File: config.mk
export PLATFORM = sky130hd
export DESIGN_NAME = mdio_paged_bridge
export DESIGN_NICKNAME = d
export VERILOG_FILES = /design/src/rtl/mdio_paged_bridge.sv
export SDC_FILE = /design/constraint.sdc
export NUM_CORES = 1
export LEC_CHECK = 0
export ABC_AREA = 1
export BUFFER_PORTS_ARGS = -buffer_cell sky130_fd_sc_hd__clkbuf_2
export CORE_MARGIN = 1.5
export CORE_UTILIZATION = 35
export DETAILED_ROUTE_END_ITERATION = 8
export SYNTH_ARGS = -nofsm -noshare
export SYNTH_HDL_FRONTEND = slang
export SYNTH_SLANG_ARGS = --single-unit
export TNS_END_PERCENT = 1
File: constraint.sdc
create_clock -name clk -period 2.42 [get_ports clk]
set_input_delay 0.242 -clock clk [delete_from_list [all_inputs] [get_ports clk]]
set_output_delay 0.242 -clock clk [all_outputs]
set_load 0.02 [all_outputs]
File: src/rtl/mdio_paged_bridge.sv
`timescale 1ns/1ps
module mdio_paged_bridge #(
  parameter int          CLK_DIV   = 4,
  parameter int          OFF_W     = 12,
  parameter logic [23:0] BASE_ADDR = 24'h12_3400,
  parameter logic [4:0]  LOW_PFX   = 5'h10,
  parameter logic [4:0]  HIGH_PHY  = 5'h18,
  parameter logic [4:0]  PAGE_REG  = 5'h00
) (
  input  logic             clk,
  input  logic             rst_n,
  input  logic             req_valid,
  output logic             req_ready,
  input  logic [1:0]       req_op,
  input  logic [OFF_W-1:0] req_off,
  input  logic [31:0]      req_wdata,
  input  logic [31:0]      req_mask,
  output logic             rsp_valid,
  output logic             rsp_err,
  output logic [31:0]      rsp_rdata,
  output logic             mdc,
  output logic             mdio_o,
  output logic             mdio_oe,
  input  logic             mdio_i
);
  localparam int PH_W = $clog2(2 * CLK_DIV);
  localparam logic [PH_W-1:0] PH_RISE = PH_W'(CLK_DIV - 1);
  localparam logic [PH_W-1:0] PH_HIGH = PH_W'(CLK_DIV);
  localparam logic [PH_W-1:0] PH_LAST = PH_W'(2 * CLK_DIV - 1);
  localparam logic [1:0] OPC_WR = 2'b01;
  localparam logic [1:0] OPC_RD = 2'b10;

  typedef enum logic [1:0] {S_IDLE, S_RUN, S_DONE} state_t;

  state_t          st;
  logic [1:0]      op_q;
  logic [2:0]      step;
  logic [PH_W-1:0] ph;
  logic [5:0]      bi;
  logic [63:0]     frm;
  logic            rd_frm;
  logic [15:0]     sh;
  logic [31:0]     rdata;
  logic            err;
  logic [2:0]      reg_idx, phy_lo;
  logic [31:0]     wd_q, mk_q;

  logic [21:0] full_w;
  logic        is_wr, is_rmw, n_hi, n_rd;
  logic [2:0]  nstep, last_step;
  logic [31:0] wr_word;
  logic [63:0] n_frm;

  function automatic logic [63:0] mk_frame(input logic rd, input logic [4:0] phy,
                                           input logic [4:0] rg, input logic [15:0] d);
    return {32'hFFFF_FFFF, 2'b01, rd ? OPC_RD : OPC_WR, phy, rg, 2'b10, d};
  endfunction

  assign full_w    = 22'((BASE_ADDR + 24'(req_off)) >> 2);
  assign is_wr     = op_q == 2'b01;
  assign is_rmw    = op_q == 2'b10;
  assign last_step = is_rmw ? 3'd4 : 3'd2;
  assign nstep     = step + 3'd1;
  assign n_hi      = (nstep == 3'd2) || (nstep == 3'd4);
  assign n_rd      = !is_wr && (nstep <= 3'd2);
  assign wr_word   = is_wr ? wd_q : ((rdata & ~mk_q) | wd_q);
  assign n_frm     = mk_frame(n_rd, LOW_PFX | {2'b00, phy_lo}, {reg_idx, n_hi, 1'b0},
                              n_rd ? 16'h0000 : (n_hi ? wr_word[31:16] : wr_word[15:0]));

  always_ff @(posedge clk) begin
    if (!rst_n) begin
      st <= S_IDLE; op_q <= '0; step <= '0; ph <= '0; bi <= '0; frm <= '0;
      rd_frm <= 1'b0; sh <= '0; rdata <= '0; err <= 1'b0;
      reg_idx <= '0; phy_lo <= '0; wd_q <= '0; mk_q <= '0;
    end else begin
      case (st)
        S_IDLE: if (req_valid) begin
          op_q    <= req_op;
          wd_q    <= req_wdata;
          mk_q    <= req_mask;
          reg_idx <= full_w[2:0];
          phy_lo  <= full_w[5:3];
          frm     <= mk_frame(1'b0, HIGH_PHY, PAGE_REG, full_w[21:6]);
          rd_frm  <= 1'b0;
          step    <= '0;
          ph      <= '0;
          bi      <= '0;
          err     <= 1'b0;
          rdata   <= '0;
          st      <= S_RUN;
        end
        S_RUN: begin
          ph <= (ph == PH_LAST) ? '0 : ph + 1'b1;
          if (ph == PH_RISE && rd_frm) begin
            if (bi == 6'd47 && mdio_i) begin
              err <= 1'b1;
              st  <= S_DONE;
            end
            if (bi >= 6'd48) sh <= {sh[14:0], mdio_i};
          end
          if (ph == PH_LAST) begin
            if (bi == 6'd63) begin
              if (rd_frm) begin
                if (step == 3'd2) rdata[31:16] <= sh;
                else              rdata[15:0]  <= sh;
              end
              if (step == last_step) st <= S_DONE;
              else begin
                step   <= nstep;
                frm    <= n_frm;
                rd_frm <= n_rd;
                bi     <= '0;
              end
            end else begin
              bi  <= bi + 6'd1;
              frm <= {frm[62:0], 1'b0};
            end
          end
        end
        default: st <= S_IDLE;
      endcase
    end
  end

  assign req_ready = st == S_IDLE;
  assign rsp_valid = st == S_DONE;
  assign rsp_err   = err;
  assign rsp_rdata = rdata;
  assign mdc       = (st == S_RUN) && (ph >= PH_HIGH);
  assign mdio_o    = frm[63];
  assign mdio_oe   = (st == S_RUN) && !(rd_frm && bi >= 6'd46);

  p_accept_locks_r1: assert property (@(posedge clk) disable iff (!rst_n)
    (req_valid && req_ready) |=> !req_ready);
  p_rsp_single_r1: assert property (@(posedge clk) disable iff (!rst_n)
    rsp_valid |=> (!rsp_valid && req_ready));
  p_mdio_hold_r8: assert property (@(posedge clk) disable iff (!rst_n)
    (mdc && $past(mdc)) |-> ($stable(mdio_o) && $stable(mdio_oe)));
  p_idle_quiet_r8: assert property (@(posedge clk) disable iff (!rst_n)
    req_ready |-> (!mdc && !mdio_oe));
  p_write_no_err_r10: assert property (@(posedge clk) disable iff (!rst_n)
    (rsp_valid && op_q == 2'b01) |-> !rsp_err);
  p_step_bound_r6: assert property (@(posedge clk) disable iff (!rst_n)
    (st == S_RUN) |-> (step <= last_step));
endmodule

==> metrics.txt <==
Syn Inst Count=1,187; Synth cell types=29; worst-path maximum fanout=10; largest family of logic cells by synthesized area=simple AND/OR/NAND/NOR gates; fin worst setup slack=0.2487 ns; area grow syn2layout=17.16%; FF-to-FF End=frm[0]$_SDFFE_PN0P_; Layout Nets=1,359; hold path cells=3; Num CTS Buffers=17; H-tree levels=4; Post-CTS Setup Inserts=0; first-pass GRT wire length=36,020 µm; drt pass-1 iters=5; GRT Total Usage=18.67%; worst hold slack=0.04617 ns; initial DRC count=630; CP required=2.77 ns; Max IR drop VDD=0.4985 mV; utilization after layout=42.03%; commonest cells after routing, fill and taps aside=208 x nand2_1, 205 x nor2_1, 200 x dfxtp_1; worst-margin pin slew=0.7983 ns; Routed WL per cell=14.25 µm; largest net degree at the start of global routing=84; vias per inst=4.799; antenna violations before repair=0; final std cells w/o fill=1,600; Core Area=0.02354 mm²; multiplexer share of the synthesized area=0%; status=finished clean; post-synthesis sequential area ratio=47.41%; Simple-Gate Fraction of Synth Area=22.79%; Initial Util=35.87%; RSZ-0062 raised after global routing=no; Avg Cell Area, Syn=7.115 µm²; final setup fails=0; Clock Latency Late Sink=0.44 ns; Worst R2R Setup Slack=0.25 ns; Max Cap Violations=0; kind of critical path=reg2reg; GR Overflow Total=0; hold endpoint=wd_q[10]$_SDFFE_PN0P_; fmax=0.4606 GHz; Clock Pin Slew Worst Setup and Hold Paths=0.08 ns; share of the synthesized area in the top cell type=47.41%; Post-Synth Adder-Cell Area=1.333%; # diodes=0; DIE AREA=0.02507 mm²; clk_skew=0.01902 ns; XOR/XNOR Fraction of Synth Area=0.1037%; Max transition margin=46.70%; Die H=158.3 µm; DRC=0; Final period util=89.72%; antenna viol nets, final=0; DP Worst Slack=0.2005 ns; total leakage power=4.200 nW; synth warn=0; DPL Wire Length=15,930 µm; Fin Setup TNS=0 ns; Cell Pwr Density=759.1 mW/mm²; # IOs=120; area leader, netlist=dfxtp_1; RD Place Congestion=0.8490; Sequential cell area=0.004004 mm²; vias in the first global route=6,787; FP Rows=56; fill cell count=2,543; worst r2r src=bi[1]$_SDFFE_PN0P_; Die Wd=158.3 µm; Crit. End Element=flip-flop; clock root buffer=clkbuf_16; Yosys reg bits=200; Cell Area, Synth=0.008446 mm²; IO Port Bufs=117; via count=7,679; top cells by area in the synthesized netlist=dfxtp_1 47%, nand2_1 9.3%, nor2_1 9.1%, o21ai_0 8.5%, a21oi_1 8.2%; combinational power share=14.6%; Inst Count DP=1,568; Clock Path Buffers=2; routed wire length=22,810 µm; minimum clock period=2.171 ns; Clk pwr share=36.9%; CTS tree=yes; P_sw=2.220 mW; share of cells above drive strength 1=14.99%; hold crit path type=in2reg; footprint of the multi-input gates=0.003707 mm²; clock sink count=200; r2r worst-path depth=9; syn nets=1,278; Sw Ratio=29.56%; Startpoint Class=flip-flop; Synth Area in Compound Gates=19.53%; crit path DAT=2.52 ns; Slew Viols, Final=0; Hold Path Origin=req_wdata[10]; most common cell after layout, fill and taps aside=nand2_1; internal power=5.291 mW; final hold vios=0; Flop pwr share=48.5%
critical path: stages (launching register included):
cell	delay [ns]
dfxtp_1	0.39
ha_1	0.22
nand3_2	0.15
nor2_4	0.29
nand2_2	0.15
nor2_1	0.41
nand3_1	0.21
nand2_1	0.09
nand2_1	0.05
a21oi_1	0.11
worst max path at each step:
stage	start	to	slack, ns	depth (start not counted)
after floorplan	st[1]$_SDFFE_PN0P_	rsp_rdata[10]$_SDFFE_PN0P_	0.70	7
after global placement	bi[1]$_SDFFE_PN0P_	rsp_rdata[22]$_SDFFE_PN0P_	0.26	8
after detailed placement	bi[1]$_SDFFE_PN0P_	rsp_rdata[30]$_SDFFE_PN0P_	0.20	8
after CTS	bi[1]$_SDFFE_PN0P_	rsp_rdata[30]$_SDFFE_PN0P_	0.17	8
after global routing	bi[1]$_SDFFE_PN0P_	frm[56]$_SDFFE_PN0P_	0.06	10
final	bi[1]$_SDFFE_PN0P_	frm[0]$_SDFFE_PN0P_	0.25	9
power groups by stage:
stage	Sequential [mW]	Clock, mW	Combinational [mW]
floorplan	3.72	0	0.742
global placement	3.72	0	1.08
detailed placement	3.72	0	1.09
CTS	3.64	2.83	1.10
global route	3.67	2.96	1.24
finish	3.64	2.77	1.10
metrics by stage:
stage,power (mW),cell area [µm²]
6_report,7.511,9894
5_1_grt,7.877,9894
4_1_cts,7.568,9889
3_5_place_dp,4.813,9315
3_3_place_gp,4.796,9315
2_1_floorplan,4.465,8446
Yosys cell counts (all sizes together):
cell type    n
a22oi        1
a31oi       14
nor3         8
o21ai      151
buf         33
nand2      214
nand4        7
clkbuf      42
nand3       35
dfxtp      200
a21oi      139
nor2       210
o32ai        1
xor2         1
or2          1
ha           9
inv        109
a211oi      12
area by class of cell:
type | instances | share of cell area [%]
clock inverters | 13 | 1.328
repair buffers | 137 | 8.093
inverters | 109 | 4.135
flip-flops and latches | 200 | 40.47
well taps | 319 | 4.034
multi-input cells | 803 | 37.47
clock buffers | 19 | 4.476
cells by family (layout without fill, tap and decap cells):
logic type	count (synthesis)	count (layout)
xor gates and xnor gates	1	1
buffers and inverters	184	278
and+or+nand+nor	475	475
AOI/OAI and AO/OA	318	318
DFF	200	200
adders and majority gates	9	9
sequential cells by signal (all words and copies together), names as in the netlist:
signal / flops
bi: 6
frm: 64
mk_q: 32
op_q: 2
ph: 3
phy_lo: 3
rd_frm: 1
reg_idx: 3
rsp_err: 1
rsp_rdata: 32
sh: 16
st: 2
step: 3
wd_q: 32
routing by layer:
layer / vias to the layer above / part of all wire [%] / track usage [%]
met5: - / 0 / 0
met4: 0 / 1.6 / 5.563
met3: 21 / 4.7 / 3.239
met2: 186 / 43 / 28.05
met1: 3479 / 51 / 27.13
li1: 3993 / - / -
what timing repair did:
item / CTS / global route
hold buffers: 0 / 0
endpoints found under the setup margin: 0 / 1
resized for setup: 0 / 1
No activity file was read; power rests on OpenSTA's default activity.
